`src/rtl/gpio_port_pkg.sv`:
```
package gpio_port_pkg;

    typedef enum logic [1:0] {
        REG_DATA = 2'd0,
        REG_DIR  = 2'd1,
        REG_FSEL = 2'd2,
        REG_PINS = 2'd3
    } reg_sel_e;

    typedef enum logic {
        PU_WEAK     = 1'b0,
        PU_RELEASED = 1'b1
    } pu_state_e;

    function automatic logic [7:0] mask_merge(input logic [7:0] old_v,
                                              input logic [7:0] new_v,
                                              input logic [7:0] msk);
        return (old_v & ~msk) | (new_v & msk);
    endfunction

endpackage

```
`src/rtl/gpio_regfile.sv`:
```
module gpio_regfile
    import gpio_port_pkg::*;
#(
    parameter int         W        = 8,
    parameter logic [7:0] DATA_RST = 8'hFF,
    parameter logic [7:0] DIR_RST  = 8'hFF,
    parameter logic [7:0] FSEL_RST = 8'h00
) (
    input  logic         clk,
    input  logic         rst_n,
    input  logic         wr_en,
    input  logic [1:0]   addr,
    input  logic [W-1:0] wdata,
    input  logic [W-1:0] wbe,
    input  logic [W-1:0] pins_sync,
    output logic [W-1:0] data_q,
    output logic [W-1:0] dir_q,
    output logic [W-1:0] fsel_q,
    output logic [W-1:0] rdata,
    output logic         fsel_wr
);

    logic data_wr;
    logic dir_wr;

    always_comb begin
        data_wr = wr_en && (reg_sel_e'(addr) == REG_DATA);
        dir_wr  = wr_en && (reg_sel_e'(addr) == REG_DIR);
        fsel_wr = wr_en && (reg_sel_e'(addr) == REG_FSEL);
    end

    always_ff @(posedge clk or negedge rst_n) begin
        if (!rst_n) begin
            data_q <= DATA_RST[W-1:0];
            dir_q  <= DIR_RST[W-1:0];
            fsel_q <= FSEL_RST[W-1:0];
        end else begin
            if (data_wr) data_q <= (data_q & ~wbe) | (wdata & wbe);
            if (dir_wr)  dir_q  <= (dir_q  & ~wbe) | (wdata & wbe);
            if (fsel_wr) fsel_q <= (fsel_q & ~wbe) | (wdata & wbe);
        end
    end

    always_comb begin
        unique case (reg_sel_e'(addr))
            REG_DATA: rdata = data_q;
            REG_DIR:  rdata = dir_q;
            REG_FSEL: rdata = fsel_q;
            REG_PINS: rdata = pins_sync;
            default:  rdata = '0;
        endcase
    end

endmodule

```
`src/rtl/gpio_pullup_fsm.sv`:
```
module gpio_pullup_fsm
    import gpio_port_pkg::*;
#(
    parameter int W = 8
) (
    input  logic         clk,
    input  logic         rst_n,
    input  logic         fsel_wr,
    output logic [W-1:0] pu_en
);

    pu_state_e state_q;
    pu_state_e state_d;

    always_comb begin
        unique case (state_q)
            PU_WEAK:     state_d = fsel_wr ? PU_RELEASED : PU_WEAK;  // WEAK_TO_RELEASED
            PU_RELEASED: state_d = PU_RELEASED;                      // RELEASED_HOLD
            default:     state_d = PU_WEAK;
        endcase
    end

    always_ff @(posedge clk or negedge rst_n) begin
        if (!rst_n) state_q <= PU_WEAK;
        else        state_q <= state_d;
    end

    always_comb begin
        unique case (state_q)
            PU_WEAK:     pu_en = '1;
            PU_RELEASED: pu_en = '0;
            default:     pu_en = '1;
        endcase
    end

endmodule

```
`src/rtl/gpio_in_sync.sv`:
```
module gpio_in_sync #(
    parameter int W      = 8,
    parameter int STAGES = 2
) (
    input  logic         clk,
    input  logic         rst_n,
    input  logic [W-1:0] d,
    output logic [W-1:0] q
);

    logic [W-1:0] stage_q [STAGES];

    always_ff @(posedge clk or negedge rst_n) begin
        if (!rst_n) stage_q[0] <= '1;
        else        stage_q[0] <= d;
    end

    for (genvar s = 1; s < STAGES; s++) begin : g_stage
        always_ff @(posedge clk or negedge rst_n) begin
            if (!rst_n) stage_q[s] <= '1;
            else        stage_q[s] <= stage_q[s-1];
        end
    end

    assign q = stage_q[STAGES-1];

endmodule

```
`src/rtl/gpio_pin_drive.sv`:
```
module gpio_pin_drive #(
    parameter int W = 8
) (
    input  logic [W-1:0] data_q,
    input  logic [W-1:0] dir_q,
    input  logic [W-1:0] fsel_q,
    input  logic [W-1:0] sf_out,
    output logic [W-1:0] pin_oe,
    output logic [W-1:0] pin_out
);

    for (genvar i = 0; i < W; i++) begin : g_pin
        logic src;
        always_comb begin
            src = fsel_q[i] ? sf_out[i] : data_q[i];
            if (dir_q[i]) begin
                pin_oe[i]  = ~src;
                pin_out[i] = 1'b0;
            end else begin
                pin_oe[i]  = 1'b1;
                pin_out[i] = src;
            end
        end
    end

endmodule

```
`src/rtl/gpio_side_fx.sv`:
```
module gpio_side_fx #(
    parameter int W        = 8,
    parameter int INT0_BIT = 2,
    parameter int INT1_BIT = 4,
    parameter int HOLD_BIT = 5
) (
    input  logic         clk,
    input  logic         rst_n,
    input  logic         fsel_wr,
    input  logic [W-1:0] wbe,
    input  logic [W-1:0] fsel_q,
    input  logic [W-1:0] pins_sync,
    output logic         int0_set,
    output logic         int1_set,
    output logic         hold_req_n
);

    always_ff @(posedge clk or negedge rst_n) begin
        if (!rst_n) begin
            int0_set <= 1'b0;
            int1_set <= 1'b0;
        end else begin
            int0_set <= fsel_wr && wbe[INT0_BIT];
            int1_set <= fsel_wr && wbe[INT1_BIT];
        end
    end

    assign hold_req_n = fsel_q[HOLD_BIT] ? pins_sync[HOLD_BIT] : 1'b1;

endmodule

```
`src/rtl/gpio_port_ctrl.sv`:
```
module gpio_port_ctrl #(
    parameter int         W           = 8,
    parameter int         SYNC_STAGES = 2,
    parameter int         INT0_BIT    = 2,
    parameter int         INT1_BIT    = 4,
    parameter int         HOLD_BIT    = 5,
    parameter logic [7:0] DATA_RST    = 8'hFF,
    parameter logic [7:0] DIR_RST     = 8'hFF,
    parameter logic [7:0] FSEL_RST    = 8'h00
) (
    input  logic         clk,
    input  logic         rst_n,
    input  logic         wr_en,
    input  logic [1:0]   addr,
    input  logic [W-1:0] wdata,
    input  logic [W-1:0] wbe,
    output logic [W-1:0] rdata,
    input  logic [W-1:0] pin_in,
    input  logic [W-1:0] sf_out,
    output logic [W-1:0] pin_oe,
    output logic [W-1:0] pin_out,
    output logic [W-1:0] pin_pu,
    output logic         int0_set,
    output logic         int1_set,
    output logic         hold_req_n
);

    logic [W-1:0] data_q;
    logic [W-1:0] dir_q;
    logic [W-1:0] fsel_q;
    logic [W-1:0] pins_sync;
    logic         fsel_wr;

    gpio_in_sync #(.W(W), .STAGES(SYNC_STAGES)) u_sync (
        .clk(clk), .rst_n(rst_n), .d(pin_in), .q(pins_sync)
    );

    gpio_regfile #(.W(W), .DATA_RST(DATA_RST), .DIR_RST(DIR_RST), .FSEL_RST(FSEL_RST)) u_regs (
        .clk(clk), .rst_n(rst_n), .wr_en(wr_en), .addr(addr), .wdata(wdata), .wbe(wbe),
        .pins_sync(pins_sync), .data_q(data_q), .dir_q(dir_q), .fsel_q(fsel_q),
        .rdata(rdata), .fsel_wr(fsel_wr)
    );

    gpio_pullup_fsm #(.W(W)) u_pu (
        .clk(clk), .rst_n(rst_n), .fsel_wr(fsel_wr), .pu_en(pin_pu)
    );

    gpio_pin_drive #(.W(W)) u_drive (
        .data_q(data_q), .dir_q(dir_q), .fsel_q(fsel_q), .sf_out(sf_out),
        .pin_oe(pin_oe), .pin_out(pin_out)
    );

    gpio_side_fx #(.W(W), .INT0_BIT(INT0_BIT), .INT1_BIT(INT1_BIT), .HOLD_BIT(HOLD_BIT)) u_fx (
        .clk(clk), .rst_n(rst_n), .fsel_wr(fsel_wr), .wbe(wbe), .fsel_q(fsel_q),
        .pins_sync(pins_sync), .int0_set(int0_set), .int1_set(int1_set),
        .hold_req_n(hold_req_n)
    );

endmodule

```
`config.mk`:
```
export PLATFORM = sky130hd
export DESIGN_NAME = gpio_port_ctrl
export DESIGN_NICKNAME = d
export VERILOG_FILES = /design/src/rtl/gpio_port_pkg.sv /design/src/rtl/gpio_regfile.sv /design/src/rtl/gpio_pullup_fsm.sv /design/src/rtl/gpio_in_sync.sv /design/src/rtl/gpio_pin_drive.sv /design/src/rtl/gpio_side_fx.sv /design/src/rtl/gpio_port_ctrl.sv
export SDC_FILE = /design/constraint.sdc
export NUM_CORES = 1
export LEC_CHECK = 0
export ABC_AREA = 1
export BUFFER_PORTS_ARGS = -buffer_cell sky130_fd_sc_hd__buf_2
export CAP_MARGIN = 20
export CORE_ASPECT_RATIO = 1.1
export CORE_MARGIN = 5
export CORE_UTILIZATION = 45
export DETAILED_ROUTE_END_ITERATION = 16
export PLACE_DENSITY_LB_ADDON = 0.12
export SLEW_MARGIN = 0
export SYNTH_ARGS = -nofsm -noshare
export SYNTH_HDL_FRONTEND = slang
export SYNTH_SLANG_ARGS = --single-unit
```
`constraint.sdc`:
```
create_clock -name clk -period 0.85 [get_ports clk]
set_input_delay 0.1275 -clock clk [delete_from_list [all_inputs] [get_ports clk]]
set_output_delay 0.1275 -clock clk [all_outputs]
set_load 0.02 [all_outputs]
```
==> results.sh <==
export IMPL_ir_drop_mv=0.963
export IMPL_drt_total_wl_mm=5.79
export IMPL_synth_seq_cells=43
export IMPL_vias_per_cell=5.35
export IMPL_hold_viol=0
export IMPL_syn_area_per_cell_um2=8.80
export IMPL_pre_cts_ws_ns=-0.186
export IMPL_relSlewSlack_pct=82.7
export IMPL_worst_pin_slew_ns=0.258
export IMPL_antenna_left=0
export IMPL_holdWs_ns=0.0684
export IMPL_fin_nets=379
export IMPL_synth_area_um2=2230
export IMPL_cts_max_path_buffers=2
export IMPL_wl_per_cell_um=14.5
export IMPL_grt_pass1_wl_mm=9.80
export IMPL_hpwlAfterDp_mm=3.83
export IMPL_cts_buffers=5
export IMPL_fp_dieArea_um2=6450
export IMPL_cts_reportedPaths_clkPinSlew_ns=0.08
export IMPL_cp_end_kind="output port"
export IMPL_seq_power_share_pct=45.9
export IMPL_synth_top_cell_by_area="dfstp_2"
export IMPL_powerDensity_nw_per_um2=1880
export IMPL_finalMaxSlewViolations=0
export IMPL_finalCriticalPeriod_ns=1.31
export IMPL_p_sw_mw=2.06
export IMPL_synth_warnings=0
export IMPL_startpoint_type="register"
export IMPL_antenna_found_initial=0
export IMPL_slowest_stage="dfstp_2"
export IMPL_finalSetupViolations=36
export IMPL_critPathMaxFanout=4
export IMPL_core_area_um2=4720
export IMPL_grt_pass1_vias=2035
export IMPL_critPathBufInv=1
export IMPL_gp_congestion=0.765
export IMPL_tns_ns=-12.77
export IMPL_grt_use_total_pct=18.1
export IMPL_p_leak_nw=1.47
export IMPL_switching_share_pct=33.8
export IMPL_n_antenna_cell=0
export IMPL_slowest_delay_ns=0.58
export IMPL_drtPass1Iterations=4
export IMPL_ios=72
export IMPL_worstPathCellList="nand3_2 -> nand4_1 -> buf_4"
export IMPL_areaGrowthSynthToFinish_pct=45.9
export IMPL_initial_core_util_pct=47.2
export IMPL_rsz0062_at_grt="yes"
export IMPL_cts_tree="done"
export IMPL_power_internal_mw=4.04
export IMPL_max_cap_violations=0
export IMPL_io_buffers=71
export IMPL_clkPwrFrac_pct=20.5
export IMPL_outcome="complete, but fails checks"
export IMPL_die_w_um=77.1
export IMPL_violations="setup timing"
export IMPL_worstPathArrival_ns=1.18
export IMPL_grt_max_degree=44
export IMPL_row_count=26
export IMPL_cts_max_level=2
export IMPL_cts_root_buffer="clkbuf_8"
export IMPL_critical_path_top_delay_family="flip-flops"
export IMPL_final_cell_mix="nand2_1 (61), nand4_1 (48), buf_2 (37), dfstp_2 (32), buf_6 (31)"
export IMPL_multiInputGateArea_um2=1020
export IMPL_netlist_top_cells_area="dfstp_2 (38%), nand4_1 (13%), dfrtp_1 (12%)"
export IMPL_die_y_um=83.8
export IMPL_syn_inst=253
export IMPL_yosysUniqueCellTypes=16
export IMPL_vias=2135
export IMPL_clock_sinks=43
export IMPL_worst_ep_required_time_ns=0.72
export IMPL_yosysTopAreaCellShare_pct=37.8
export IMPL_min_period_over_period_pct=154
export IMPL_critPathKind="reg2out"
export IMPL_drt_iter0_drc=184
export IMPL_drc=0
export IMPL_setup_slack_ns=-0.459
export IMPL_ff_latch_area_um2=1120
export IMPL_synth_net_count=290
export IMPL_hold_path_class="in2reg"
export IMPL_fillers=378
export IMPL_gr_total_overflow=0
export IMPL_fmax_ghz=0.764
export IMPL_combPwrFrac_pct=33.6
export IMPL_drive_gt1_share_pct=50.4
export IMPL_seq_area_frac_synth_pct=50.1
export IMPL_skew_ns=0.000338
export IMPL_final_common_cell="nand2_1"
export IMPL_clk_latency_ns=0.29
-- synth_stat cells --
cell	instances
o211ai_1	8
nand2_1	67
nand3_1	32
buf_2	5
nor2_4	2
inv_4	2
dfstp_2	32
o21ai_0	8
inv_1	12
dfrtp_1	11
clkbuf_1	1
nor2_1	8
nor2_8	1
buf_4	11
buf_6	5
nand4_1	48
-- cell families (layout without fill, tap and decap cells) --
| logic type | count (synthesis) | in the layout | synth area share, % |
|---|---|---|---|
| buffers and inverters | 36 | 126 | 10.1 |
| and+or+nand+nor | 158 | 158 | 35.2 |
| DFF | 43 | 43 | 50.1 |
| AOI/OAI and AO/OA | 16 | 16 | 4.50 |
-- stage by stage --
stage                     cell area [µm²]  power [mW]  utilization, %  instances
after floorplan                      2330        3.81               -        253
after global placement               2800        4.46            59.3        378
after detailed placement             2800        4.49            59.3        378
after CTS                            3140        6.04            66.5        396
after global routing                 3250        6.44            68.8        399
final                                3250        6.10            68.8        399
-- worst register-to-register path, cell delays in order (launching register included) --
cell and delay [ns]:
dfrtp_1 0.43, clkinvlp_4 0.17, buf_4 0.15, buf_4 0.12, nand2_1 0.05
-- power groups by stage --
stage | combinational, mW | clock (mW) | sequential, mW
after floorplan | 1.07 | 0 | 2.74
after global placement | 1.67 | 0 | 2.78
after detailed placement | 1.70 | 0 | 2.79
after CTS | 1.98 | 1.29 | 2.77
after global routing | 2.22 | 1.37 | 2.85
final | 2.05 | 1.25 | 2.80
-- layout make-up --
class	instances	share of cell area [%]
clock buffers	8	2.47
inverters	14	1.85
multi-input cells	174	31.5
flip-flops and latches	43	34.6
well taps	56	2.16
repair buffers	103	27.2
repair inverters	1	0.231
-- worst paths after layout --
kind / from / end / slack, ns / cells past startpoint
hold reg to reg: u_sync.stage_q[14] / u_sync.q[6] / 0.36 / 0
hold / removal: wdata[1] / register / 0.07 / 3
setup reg to reg: u_pu.state_q / u_pu.state_q / -0.12 / 4
max in group asynchronous: rst_n / u_sync.stage_q[13] / 0.24 / 3
min in group asynchronous: rst_n / async pin / 0.34 / 3
setup / recovery: register / rdata[2] / -0.46 / 3
-- what timing repair did --
action / in CTS / in global routing
pin swaps: 22 / 11
gates resized for setup: 55 / 29
hold buffers: 9 / 0
hold endpoints to repair: 19 / 0
buffers inserted: 1 / 2
cloned: 0 / 1
setup endpoints to repair: 35 / 35
-- layer usage --
metal  share of wire [%]  track usage (%)
met2                  50             29.8
met4                 1.1             5.31
met3                 6.9             3.46
met5                   0                0
met1                  42             24.2
Note: power is estimated with default switching activity, not from simulation.
